[src/rtl/wdt2_pkg.sv]
package wdt2_pkg;
  localparam int unsigned BUS_W  = 16;
  localparam int unsigned WIN_AW = 5;

  // register offsets inside the 32-byte window
  localparam logic [WIN_AW-1:0] OFS_RELOAD = 5'h00;
  localparam logic [WIN_AW-1:0] OFS_STAT_A = 5'h04;
  localparam logic [WIN_AW-1:0] OFS_STAT_B = 5'h06;
  localparam logic [WIN_AW-1:0] OFS_CTRL   = 5'h08;
  localparam logic [WIN_AW-1:0] OFS_CFG    = 5'h0C;
  localparam logic [WIN_AW-1:0] OFS_INIT   = 5'h12;

  // bit positions
  localparam int unsigned HALT_BIT     = 11;
  localparam int unsigned FIRST_BIT    = 3;
  localparam int unsigned SECOND_BIT   = 1;
  localparam int unsigned BOOT_BIT     = 2;
  localparam int unsigned NOREBOOT_BIT = 5;
  localparam int unsigned IRQEN_BIT    = 13;

  typedef struct packed {
    logic first;
    logic second;
    logic boot;
  } wdt_flags_t;

  typedef struct packed {
    logic reload;
    logic clr_first;
    logic clr_second;
    logic clr_boot;
  } wdt_cmd_t;
endpackage

[src/rtl/wdt2_regs.sv]
module wdt2_regs
  import wdt2_pkg::*;
#(
  parameter int unsigned CNT_W      = 10,
  parameter int unsigned INIT_TICKS = 50,
  parameter int unsigned MIN_LOAD   = 4
) (
  input  logic              clk,
  input  logic              rst_n,
  input  logic              reg_sel,
  input  logic              reg_we,
  input  logic [WIN_AW-1:0] reg_addr,
  input  logic [BUS_W/8-1:0] reg_be,
  input  logic [BUS_W-1:0]  reg_wdata,
  output logic [BUS_W-1:0]  reg_rdata,
  input  logic [CNT_W-1:0]  count,
  input  wdt_flags_t        flags,
  output logic              halt,
  output logic              no_reboot,
  output logic              irq_en,
  output logic [CNT_W-1:0]  init_val,
  output wdt_cmd_t          cmd
);
  localparam int unsigned LANES = BUS_W / 8;

  logic             wr;
  logic [BUS_W-1:0] lane_mask;
  logic [BUS_W-1:0] init_q;
  logic [BUS_W-1:0] init_merge;
  logic             init_ok;

  assign wr = reg_sel & reg_we;

  // expand byte enables into a bit mask
  generate
    for (genvar b = 0; b < LANES; b++) begin : g_lane
      assign lane_mask[b*8 +: 8] = {8{reg_be[b]}};
    end
  endgenerate

  assign init_merge = (reg_wdata & lane_mask) | (init_q & ~lane_mask);
  assign init_ok    = init_merge[CNT_W-1:0] >= CNT_W'(MIN_LOAD);
  assign init_val   = init_q[CNT_W-1:0];

  always_ff @(posedge clk or negedge rst_n) begin
    if (!rst_n) begin
      halt      <= 1'b1;
      no_reboot <= 1'b1;
      irq_en    <= 1'b0;
      init_q    <= BUS_W'(INIT_TICKS);
    end else begin
      if (wr && reg_addr == OFS_CTRL && lane_mask[HALT_BIT])
        halt <= reg_wdata[HALT_BIT];
      if (wr && reg_addr == OFS_CFG && lane_mask[NOREBOOT_BIT])
        no_reboot <= reg_wdata[NOREBOOT_BIT];
      if (wr && reg_addr == OFS_CFG && lane_mask[IRQEN_BIT])
        irq_en <= reg_wdata[IRQEN_BIT];
      if (wr && reg_addr == OFS_INIT && (|reg_be))
        init_q <= init_ok ? init_merge
                          : {init_merge[BUS_W-1:CNT_W], init_q[CNT_W-1:0]};
    end
  end

  // one-cycle commands toward counter and flags
  always_comb begin
    cmd.reload     = wr && reg_addr == OFS_RELOAD && (|reg_be);
    cmd.clr_first  = wr && reg_addr == OFS_STAT_A && lane_mask[FIRST_BIT]
                     && reg_wdata[FIRST_BIT];
    cmd.clr_second = wr && reg_addr == OFS_STAT_B && lane_mask[SECOND_BIT]
                     && reg_wdata[SECOND_BIT];
    cmd.clr_boot   = wr && reg_addr == OFS_STAT_B && lane_mask[BOOT_BIT]
                     && reg_wdata[BOOT_BIT];
  end

  always_comb begin
    reg_rdata = '0;
    case (reg_addr)
      OFS_RELOAD: reg_rdata[CNT_W-1:0] = count;
      OFS_STAT_A: reg_rdata[FIRST_BIT] = flags.first;
      OFS_STAT_B: begin
        reg_rdata[SECOND_BIT] = flags.second;
        reg_rdata[BOOT_BIT]   = flags.boot;
      end
      OFS_CTRL:   reg_rdata[HALT_BIT] = halt;
      OFS_CFG: begin
        reg_rdata[NOREBOOT_BIT] = no_reboot;
        reg_rdata[IRQEN_BIT]    = irq_en;
      end
      OFS_INIT:   reg_rdata = init_q;
      default:    reg_rdata = '0;
    endcase
  end
endmodule

[src/rtl/wdt2_counter.sv]
module wdt2_counter #(
  parameter int unsigned CNT_W      = 10,
  parameter int unsigned INIT_TICKS = 50
) (
  input  logic             clk,
  input  logic             rst_n,
  input  logic             tick_en,
  input  logic             halt,
  input  logic             reload,
  input  logic [CNT_W-1:0] init_val,
  output logic [CNT_W-1:0] count,
  output logic             expire
);
  logic step;

  // reload write wins over a tick in the same cycle
  assign step   = tick_en & ~halt & ~reload;
  assign expire = step & (count == '0);

  always_ff @(posedge clk or negedge rst_n) begin
    if (!rst_n)
      count <= CNT_W'(INIT_TICKS);
    else if (reload || expire)
      count <= init_val;
    else if (step)
      count <= count - 1'b1;
  end
endmodule

[src/rtl/wdt2_expiry.sv]
module wdt2_expiry
  import wdt2_pkg::*;
(
  input  logic       clk,
  input  logic       rst_n,
  input  logic       expire,
  input  logic       no_reboot,
  input  wdt_cmd_t   cmd,
  output wdt_flags_t flags,
  output logic       rst_req
);
  logic second_hit;

  assign second_hit = expire & flags.first;

  // a new event wins over a clear in the same cycle
  always_ff @(posedge clk or negedge rst_n) begin
    if (!rst_n) begin
      flags   <= '0;
      rst_req <= 1'b0;
    end else begin
      flags.first  <= (flags.first  & ~cmd.clr_first)  | expire;
      flags.second <= (flags.second & ~cmd.clr_second) | second_hit;
      flags.boot   <= (flags.boot   & ~cmd.clr_boot)   | (second_hit & ~no_reboot);
      rst_req      <= second_hit & ~no_reboot;
    end
  end
endmodule

[src/rtl/wdt_two_stage.sv]
module wdt_two_stage
  import wdt2_pkg::*;
#(
  parameter int unsigned CNT_W      = 10,
  parameter int unsigned INIT_TICKS = 50,
  parameter int unsigned MIN_LOAD   = 4
) (
  input  logic         clk,
  input  logic         rst_n,
  input  logic         reg_sel,
  input  logic         reg_we,
  input  logic [4:0]   reg_addr,
  input  logic [1:0]   reg_be,
  input  logic [15:0]  reg_wdata,
  output logic [15:0]  reg_rdata,
  input  logic         tick_en,
  output logic         smi_irq,
  output logic         rst_req
);
  logic             halt;
  logic             no_reboot;
  logic             irq_en;
  logic [CNT_W-1:0] init_val;
  logic [CNT_W-1:0] count;
  logic             expire;
  logic             do_reload;
  logic             sts_first;
  logic             sts_second;
  wdt_cmd_t         cmd;
  wdt_flags_t       flags;

  wdt2_regs #(
    .CNT_W(CNT_W), .INIT_TICKS(INIT_TICKS), .MIN_LOAD(MIN_LOAD)
  ) u_regs (
    .clk(clk), .rst_n(rst_n),
    .reg_sel(reg_sel), .reg_we(reg_we), .reg_addr(reg_addr),
    .reg_be(reg_be), .reg_wdata(reg_wdata), .reg_rdata(reg_rdata),
    .count(count), .flags(flags),
    .halt(halt), .no_reboot(no_reboot), .irq_en(irq_en),
    .init_val(init_val), .cmd(cmd)
  );

  wdt2_counter #(
    .CNT_W(CNT_W), .INIT_TICKS(INIT_TICKS)
  ) u_cnt (
    .clk(clk), .rst_n(rst_n), .tick_en(tick_en), .halt(halt),
    .reload(cmd.reload), .init_val(init_val),
    .count(count), .expire(expire)
  );

  wdt2_expiry u_exp (
    .clk(clk), .rst_n(rst_n), .expire(expire), .no_reboot(no_reboot),
    .cmd(cmd), .flags(flags), .rst_req(rst_req)
  );

  assign do_reload  = cmd.reload;
  assign sts_first  = flags.first;
  assign sts_second = flags.second;
  assign smi_irq    = flags.first & irq_en;
endmodule

[config.mk]
export PLATFORM = sky130hd
export DESIGN_NAME = wdt_two_stage
export DESIGN_NICKNAME = d
export VERILOG_FILES = /design/src/rtl/wdt2_pkg.sv /design/src/rtl/wdt2_regs.sv /design/src/rtl/wdt2_counter.sv /design/src/rtl/wdt2_expiry.sv /design/src/rtl/wdt_two_stage.sv
export SDC_FILE = /design/constraint.sdc
export NUM_CORES = 1
export LEC_CHECK = 0
export BUFFER_PORTS_ARGS = -buffer_cell sky130_fd_sc_hd__buf_2
export CORE_ASPECT_RATIO = 1.2
export CORE_MARGIN = 2
export CORE_UTILIZATION = 48
export DETAILED_ROUTE_END_ITERATION = 12
export MAX_ROUTING_LAYER = met4
export PLACE_DENSITY = 0.76
export SETUP_SLACK_MARGIN = 0.5
export SYNTH_ARGS = -nofsm -noshare
export SYNTH_HDL_FRONTEND = slang
export SYNTH_SLANG_ARGS = --single-unit
[constraint.sdc]
create_clock -name clk -period 1.84 [get_ports clk]
set_clock_uncertainty 0.15 [all_clocks]
set_input_delay 0.368 -clock clk [delete_from_list [all_inputs] [get_ports clk]]
set_output_delay 0.368 -clock clk [all_outputs]
set_load 0.005 [all_outputs]
==> results of run 1 <==
==> how the worst max path moves through the flow <==
stage                      to         from  slack, ns
6_report         reg_rdata[3]  reg_addr[4]      -0.18
5_1_grt          reg_rdata[3]  reg_addr[4]      -0.19
4_1_cts          reg_rdata[3]  reg_addr[4]      -0.15
3_5_place_dp     reg_rdata[3]  reg_addr[4]      -0.22
3_3_place_gp     reg_rdata[1]  reg_addr[1]      -0.19
2_1_floorplan  u_exp.flags[0]  reg_addr[4]      -0.06
==> critical path, delay by kind of cell <==
kind	cells	cell delay [ns]
and+or+nand+nor	3	0.65
buffers and inverters	3	0.38
AOI/OAI and AO/OA	1	0.10
==> layout make-up <==
type,instances,area [um^2],share of cell area [%]
clock buffers,7,86.33,2.650
multi-input cells,148,1398,42.90
flip-flops and latches,33,838.3,25.73
well taps,54,67.56,2.074
inverters,7,26.28,0.8065
clock inverters,1,30.03,0.9217
repair buffers,105,812.0,24.92
==> power groups by stage <==
stage	Sequential (W)	Combinational [W]	Clock [W]
2_1_floorplan	0.00104	0.000412	0
4_1_cts	0.00107	0.000944	0.000715
3_5_place_dp	0.00105	0.000774	0
5_1_grt	0.00113	0.00115	0.000746
6_report	0.00111	0.00108	0.000717
3_3_place_gp	0.00104	0.000757	0
==> cell usage in the layout, fill, tap and decap left out, drive strengths merged, types with 2 or more instances in the layout <==
cell type and count:
dfstp 8, nor3b 2, nand2b 3, buf 103, a22oi 2, dfrtp 25, nor4 5, ha 2
a21oi 13, a21o 2, nand4 2, clkbuf 8, nor2b 3, o21ai 5, nand2 14, nor2 22
and3 4, o22ai 2, inv 7, o211ai 2, mux2 18, a222oi 3, nor3 8, nand3 10
and2 5, a22o 9, or4 2
==> stage by stage <==
stage	setup TNS (ns)	instance area (um^2)
3_3_place_gp	-3.901	2572
3_5_place_dp	-5.292	2572
5_1_grt	-2.762	3258
4_1_cts	-1.253	3075
6_report	-1.513	3258
2_1_floorplan	-0.1757	1997
==> metal layers <==
metal  routed length (um)  up-vias  part of all wire, %  global-route usage (%)
met5                    0        -                    0                       -
met4                  445        0                  5.9                   16.08
met3                  505       50                  6.6                   5.851
met2                 4005      148                   53                   57.08
met1                 2639     1058                   35                   36.39
li1                     -      931                    -                       -
==> timing repair <==
action,CTS,global route
endpoints found under the setup margin,50,50
gates resized for setup,70,44
hold buffers,1,0
gates cloned,1,0
setup buffers,9,3
pin swaps,19,19
hold endpoints to repair,25,0
==> cells by family (layout without fill, tap and decap cells) <==
group,Yosys count,after routing,synth area share [%]
simple gates,84,84,24.47
compound gates,42,42,15.09
flops,33,33,43.83
mux,18,18,10.63
buf+inv,16,120,3.740
fa+ha+maj,2,2,1.312
xor+xnor,2,2,0.9188
==> impl_metrics.tcl, run 1 <==
set metrics [dict create \
    outcome "finished with violations" \
    violations "negative setup slack" \
    crit_type "input pin to output pin" \
    die-height_um 73.05 \
    avgSynthCellArea_um2 9.679 \
    maxCapViolCount 0 \
    htreeDepth 2 \
    cts_buffer_depth 2 \
    syn-num-nets 227 \
    synth.distinct_cells 44 \
    worst_slew_pin_slew_ns 0.5174 \
    dieWidth_um 61.54 \
    clkSinkCount 33 \
    post-route-min-period_ns 2.016 \
    core-area_um2 3879 \
    rr_startpoint "u_regs.init_q[3]" \
    yosysSeqAreaShare_pct 43.83 \
    initial_core_util_pct 49.16 \
    reg2reg_depth 7 \
    max-slew-margin-rel_pct 65.19 \
    io_buffer_count 45 \
    p_sw_w 0.0009993 \
    fill_cells 211 \
    combPwrFrac_pct 37.1 \
    first_global_vias 2225 \
    reg2reg_to "u_regs.init_q[3]" \
    cp_slowest_cell "or3_4" \
    setup_viol 22 \
    ys.flop_type "dfrtp_1" \
    grt_max_degree 34 \
    dpl.hpwl_um 4154 \
    setup_ws_ns -0.1765 \
    place.gp.congestion 0.8782 \
    critPathCaptureType "output pin" \
    p_seq_share_pct 38.3 \
    hold_path.startpoint "reg_wdata[10]" \
    synth.ff_latch_count 33 \
    slowest_delay_ns 0.41 \
    crit_arrival_ns 1.50 \
    synthTopCellsByCount "25 x dfrtp_1, 20 x nor2_1, 18 x mux2_2, 14 x nand2_1, 13 x a21oi_1" \
    drt_iter0_drc 178 \
    synth-edff-count 0 \
    drc_errors 0 \
    dr_total_vias 2187 \
    hp-class "input pin to flip-flop" \
    powerDensity_nw_per_um2 893.5 \
    clock_latency_ns 0.29 \
    final_util_pct 84.00 \
    diodes 0 \
    syn2layout_area_growth_pct 70.87 \
    nets 330 \
    synth_area_leader_cell "dfrtp_1" \
    grt_overflow 0 \
    pwr-share-clk_pct 24.6 \
    crit_path_max_fanout 3 \
    worst_ir_drop_vdd_mv 0.7072 \
    swShare_pct 34.33 \
    synthesis.area_um2 1907 \
    wl_per_cell_um 21.40 \
    synthMostInstantiatedCell "dfrtp_1" \
    netlist_top_cells_area "dfrtp_1 33%, dfstp_2 11%, mux2_2 11%" \
    io_pins 46 \
    rsz0062_at_grt "true" \
    ant_nets 0 \
    post-place-ws_ns -0.2174 \
    p_leak_nw 1.552 \
    fin_total_pwr_w 0.002911 \
    drv_slew 0 \
    clk_pin_slew_ns 0.07 \
    totalWireLength_um 7596 \
    synth.top_cell.area_share_pct 32.81 \
    core.rowCount 25 \
    grt_pass1_wl_um 10540 \
    path_cells "buf_6 -> or3_4 -> buf_4 -> nor2_2 -> a22oi_1 -> nand2_1 -> buf_2" \
    placed_cells 333 \
    die-area_um2 4495 \
    cts_buffers 5 \
    async_reset_ff_share_pct 100.0 \
    r2r_slack_ns -0.06 \
    max_freq_mhz 495.9 \
    grt.total_usage_pct 33.39 \
    cp.required_ns 1.32 \
    hold_slack_ns 0.1674 \
    hold_viol 0 \
    ys_warn_count 0 \
    final_layout_size_suffix_gt1_share_pct 67.44 \
    antenna_found_initial 0 \
    syn_inst 197 \
    viasPerCell 6.161 \
    stdcell_count 355 \
    cts_tree "done" \
    hold_path_depth 2 \
    drt_pass1_iterations 5 \
    intPower_w 0.001912 \
    start_kind "input pin" \
    root_buffer "clkbuf_8" \
    fin_crit_sh_pct 109.6 \
]
Power figures use the tool's default switching activity.
==> run 2: changes to the inputs <==
==> constraint.sdc (replaced) <==
create_clock -name clk -period 1.73 [get_ports clk]
set_clock_uncertainty 0.15 [all_clocks]
set_input_delay 0.346 -clock clk [delete_from_list [all_inputs] [get_ports clk]]
set_output_delay 0.346 -clock clk [all_outputs]
set_load 0.005 [all_outputs]
==> run 2 against run 1 <==
Effect of this change:
- the flow still finishes with violations (negative setup slack)
- via count grew 5.6%
- die area is the same
- worst setup slack lost 0.14 ns
- total power grew 6.2%
- non-clock buffer count grew 14
- sequential cell count is the same
- worst hold slack lost 0.023 ns
- routed wire length grew 7.2%
- global-route usage grew 1.6 points
- sequential share of layout area shrank 0.61 points
- combinational power grew 24%
- first-iteration DRC count grew 84%
- highest routed layer unchanged
==> impl_metrics.tcl, run 2 (synthesis gave the netlist of run 1 again) <==
set metrics [dict create \
    powerDensity_nw_per_um2 928.1 \
    worst_slew_pin_slew_ns 0.4305 \
    r2r_slack_ns -0.19 \
    die-height_um 73.05 \
    intPower_w 0.001980 \
    p_leak_nw 1.609 \
    clock_latency_ns 0.29 \
    combPwrFrac_pct 43.4 \
    final_area_um2 3332 \
    pwr-share-clk_pct 19.7 \
    drv_slew 0 \
    cp.required_ns 1.23 \
    io_buffer_count 45 \
    wl_per_cell_um 22.07 \
    nets 344 \
    cts_buffer_depth 2 \
    reg2reg_to "u_cnt.count[7]" \
    drt_iter0_drc 328 \
    rsz0062_at_grt "true" \
    crit_start "reg_addr[4]" \
    dieWidth_um 61.54 \
    crit_arrival_ns 1.55 \
    cts_buffers 5 \
    hold_viol 0 \
    diodes 0 \
    crit_type "input pin to output pin" \
    crit_path_end "reg_rdata[2]" \
    critPathCaptureType "output pin" \
    fill_cells 206 \
    ant_nets 0 \
    fin_crit_sh_pct 118.2 \
    max_freq_mhz 489.1 \
    die-area_um2 4495 \
    grt_overflow 0 \
    outcome "finished with violations" \
    setup_ws_ns -0.3146 \
    maxCapViolCount 0 \
    start_kind "input pin" \
    drt_pass1_iterations 5 \
    initial_core_util_pct 49.16 \
    setup_viol 43 \
    violations "negative setup slack" \
    root_buffer "clkbuf_8" \
    placed_cell_area_um2 2686 \
    hp-class "input pin to flip-flop" \
    worst_ir_drop_vdd_mv 0.8099 \
    antenna_found_initial 0 \
    drc_errors 0 \
    cts_tree "done" \
    final_util_pct 85.90 \
    viasPerCell 6.257 \
    core-area_um2 3879 \
    dpl.hpwl_um 4209 \
    totalWireLength_um 8144 \
    rr_startpoint "u_cnt.count[2]" \
    syn2layout_area_growth_pct 74.74 \
    p_seq_share_pct 36.9 \
    layout_common_cells "50 x buf_4, 35 x buf_2, 28 x buf_6, 24 x dfrtp_1, 10 x nand2_1" \
    max-slew-margin-rel_pct 71.19 \
    post-route-min-period_ns 2.045 \
    p_sw_w 0.001112 \
    io_pins 46 \
    htreeDepth 2 \
    final_layout_size_suffix_gt1_share_pct 66.98 \
    swShare_pct 35.96 \
    clkSinkCount 33 \
    grt_pass1_wl_um 10980 \
    clk_pin_slew_ns 0.06 \
    first_global_vias 2272 \
    core.rowCount 25 \
    grt.total_usage_pct 34.99 \
    reg2reg_depth 6 \
    place.gp.congestion 0.9312 \
    dr_total_vias 2309 \
    crit_path_max_fanout 5 \
    layout_commonest_cell "buf_4" \
    grt_max_degree 34 \
]
-- run 2: cell count changes in the layout (fill, tap and decap cells not counted), moves of 3 or more --
cell / delta
buf_4: +9
nor2_4: -7
buf_6: +5
a21oi_2: -4
nor2_1: +4
a21oi_1: +3
buf_2: -3
buf_8: +3
nor2_2: +3
-- run 2: routing by layer --
metal  vias up  global-route usage [%]  part of all wire, %
met4         0                   16.78                  8.3
met5         -                       -                    0
li1        954                       -                    -
met1      1115                   38.51                   35
met2       171                   58.71                   49
met3        69                   7.270                  7.2
-- run 2: per-stage QoR --
step	setup slack [ns]	setup TNS [ns]	instances	hold slack, ns	power, W
after floorplan	-0.1462	-1.866	197	-0.09959	0.001556
after global placement	-0.2326	-8.714	345	0.2421	0.001988
after detailed placement	-0.2765	-9.730	345	0.2441	0.002020
after CTS	-0.1782	-2.374	365	0.1374	0.002901
after global routing	-0.3301	-6.368	369	0.1526	0.003219
final	-0.3146	-5.000	369	0.1442	0.003092
-- run 2: what timing repair did --
item / 4_1_cts / 5_1_grt
hold buffers: 1 / 0
pin swaps: 17 / 20
endpoints found under the setup margin: 51 / 51
buffers inserted: 10 / 4
resized for setup: 68 / 36
endpoints found under the hold margin: 25 / 0
gates cloned: 1 / 0
-- run 2: worst min path at each step --
stage	start	endpoint	slack (ns)	cells past startpoint
after floorplan	rst_n	asynchronous set/reset pin	-0.1	0
after global placement	rst_n	asynchronous set/reset pin	0.24	2
after detailed placement	rst_n	asynchronous set/reset pin	0.24	2
after CTS	reg_wdata[10]	flip-flop	0.14	2
after global routing	reg_wdata[12]	flip-flop	0.15	2
final	reg_wdata[12]	flip-flop	0.14	2
-- run 2: worst max-delay path, cell delays in order --
cell      delay (ns)
buf_6           0.10
or3_4           0.42
nor3_4          0.21
buf_6           0.16
a222oi_1        0.09
inv_1           0.10
buf_2           0.13
-- run 2: cell type report --
| cell class | count | area [um^2] | share of cell area, % |
|---|---|---|---|
| Tap cell | 54 | 67.56 | 2.028 |
| Clock buffer | 8 | 90.09 | 2.704 |
| Multi-Input combinational cell | 148 | 1343 | 40.29 |
| Inverter | 7 | 26.28 | 0.7886 |
| Sequential cell | 33 | 837.1 | 25.12 |
| Timing Repair Buffer | 119 | 968.4 | 29.06 |
-- run 2: power groups by stage --
stage	registers [W]	clock network [W]	logic (W)
after floorplan	0.00110	0	0.000452
after global placement	0.00109	0	0.000898
after detailed placement	0.00110	0	0.000921
after CTS	0.00113	0.000609	0.00117
after global routing	0.00115	0.000641	0.00142
final	0.00114	0.000608	0.00134
==> run 3: changes to the inputs <==
--- a/config.mk
+++ b/config.mk
@@ -9,6 +9,7 @@
 export CORE_ASPECT_RATIO = 1.2
 export CORE_MARGIN = 2
 export CORE_UTILIZATION = 48
+export CTS_BUF_LIST = sky130_fd_sc_hd__clkbuf_4 sky130_fd_sc_hd__clkbuf_8 sky130_fd_sc_hd__clkbuf_16
 export DETAILED_ROUTE_END_ITERATION = 12
 export MAX_ROUTING_LAYER = met4
 export PLACE_DENSITY = 0.76
==> run 3 against run 2 <==
Effect of this change:
- the run still ends with negative setup slack left
- clock power rose by 5.9%
- total power rose by 0.35%
- largest power group unchanged
- die area did not move
- fmax rose by 4.3%
- register-to-register slack improved by 0.04 ns
==> impl_metrics.tcl, run 3 (synthesis gave the netlist of run 1 again) <==
set metrics [dict create \
    outcome "finished with violations" \
    violations "negative setup slack" \
    syn2layout_area_growth_pct 76.64 \
    setup_ws_ns -0.2304 \
    dieWidth_um 61.54 \
    fin_tns_setup_ns -4.049 \
    crit_top_cell "buf_6" \
    cts_buffers 5 \
    io_buffer_count 45 \
    ant_nets 0 \
    maxCapViolCount 0 \
    slowest_delay_ns 0.41 \
    cp.required_ns 1.23 \
    p_leak_nw 1.640 \
    fill_cells 193 \
    place.gp.congestion 0.9312 \
    setup_viol 44 \
    worst_slew_pin_slew_ns 0.4424 \
    layout_commonest_cell "buf_4" \
    initial_core_util_pct 49.16 \
    antenna_found_initial 0 \
    crit_family "simple AND/OR/NAND/NOR gates" \
    start_kind "input pin" \
    grt_max_degree 34 \
    root_buffer "clkbuf_8" \
    drv_slew 0 \
    stdcell_count 370 \
    htreeDepth 2 \
    grt_overflow 0 \
    drt_pass1_iterations 7 \
    hp-class "input pin to flip-flop" \
    diodes 0 \
    powerDensity_nw_per_um2 921.3 \
    grt.total_usage_pct 34.36 \
    worst_ir_drop_vdd_mv 0.7101 \
    final_layout_size_suffix_gt1_share_pct 68.04 \
    first_global_vias 2186 \
    max_freq_mhz 510.1 \
    cp_slowest_cell "or3_4" \
    core-area_um2 3879 \
    core.rowCount 25 \
    rsz0062_at_grt "true" \
    dpl.hpwl_um 4209 \
    clkSinkCount 33 \
    wl_per_cell_um 22.03 \
    clock_latency_ns 0.29 \
    io_pins 46 \
    crit_arrival_ns 1.46 \
    fin_crit_sh_pct 113.3 \
    critPathBufInv 3 \
    nets 345 \
    hold_viol 0 \
    crit_path_max_fanout 5 \
    die-area_um2 4495 \
    clk_pin_slew_ns 0.06 \
    die-height_um 73.05 \
    cts_tree "done" \
    cts_buffer_depth 2 \
    post-route-min-period_ns 1.960 \
    critPathCaptureType "output pin" \
    drc_errors 0 \
    path_cells "buf_6 -> or3_4 -> nor3_4 -> buf_6 -> a22oi_2 -> nand2_1 -> buf_2" \
    drt_iter0_drc 219 \
    totalWireLength_um 8150 \
    grt_pass1_wl_um 10870 \
    crit_type "input pin to output pin" \
    viasPerCell 6.138 \
    max-slew-margin-rel_pct 70.23 \
    placed_cells 345 \
    layout_common_cells "50 x buf_4, 35 x buf_2, 28 x buf_6, 24 x dfrtp_1" \
    dr_total_vias 2271 \
]
## run 3: layer usage
layer  vias to the layer above  GRT usage (%)  part of all wire, %
met5                         -              -                    0
met1                      1114          41.35                   36
met3                        47          6.028                  7.2
met2                       149          58.48                   52
li1                        961              -                    -
met4                         0          8.983                  4.6
## run 3: where the power goes
part	internal [W]	switching, W	leakage [nW]
Sequential	0.000959	0.000181	0.413
Clock	0.000356	0.000288	0.0523
Combinational	0.000700	0.000618	1.17
## run 3: cell type report
| type | count | area (um^2) | share of cell area (%) |
|---|---|---|---|
| clock buffer | 8 | 97.59 | 2.897 |
| multi-input combinational | 148 | 1356 | 40.27 |
| sequential | 33 | 837.1 | 24.85 |
| timing repair buffer | 120 | 983.4 | 29.20 |
| tap | 54 | 67.56 | 2.006 |
| inverter | 7 | 26.28 | 0.7801 |
## run 3: path summary, 6_finish.rpt
check / from / slack [ns] / cells after the start / to
max reg2reg: u_cnt.count[2] / -0.15 / 6 / u_cnt.count[7]
min in group asynchronous: rst_n / 0.48 / 3 / u_cnt.count[0]
max in group asynchronous: rst_n / 0.60 / 3 / u_regs.init_q[5]
max: reg_addr[4] / -0.23 / 7 / reg_rdata[3]
min: reg_wdata[12] / 0.15 / 2 / flip-flop
min reg2reg: u_exp.flags[0] / 0.36 / 1 / u_exp.flags[0]
## run 3: per-stage QoR
stage | hold WS [ns] | cell area [um^2] | utilization, % | power, W | setup slack, ns
6_report | 0.1459 | 3368 | 86.84 | 0.003103 | -0.2304
2_1_floorplan | -0.09959 | 2031 | - | 0.001556 | -0.1462
4_1_cts | 0.1373 | 3171 | 81.74 | 0.002934 | -0.1791
5_1_grt | 0.1487 | 3368 | 86.84 | 0.003229 | -0.2734
3_3_place_gp | 0.2421 | 2686 | 69.26 | 0.001988 | -0.2326
3_5_place_dp | 0.2441 | 2686 | 69.26 | 0.002020 | -0.2765
## run 3: timing repair
item / in CTS / in global routing
resized for setup: 68 / 42
hold buffers: 1 / 0
hold endpoints to repair: 25 / 0
gates cloned: 1 / 0
setup buffers: 10 / 5
endpoints found under the setup margin: 51 / 51
pin swaps: 17 / 21
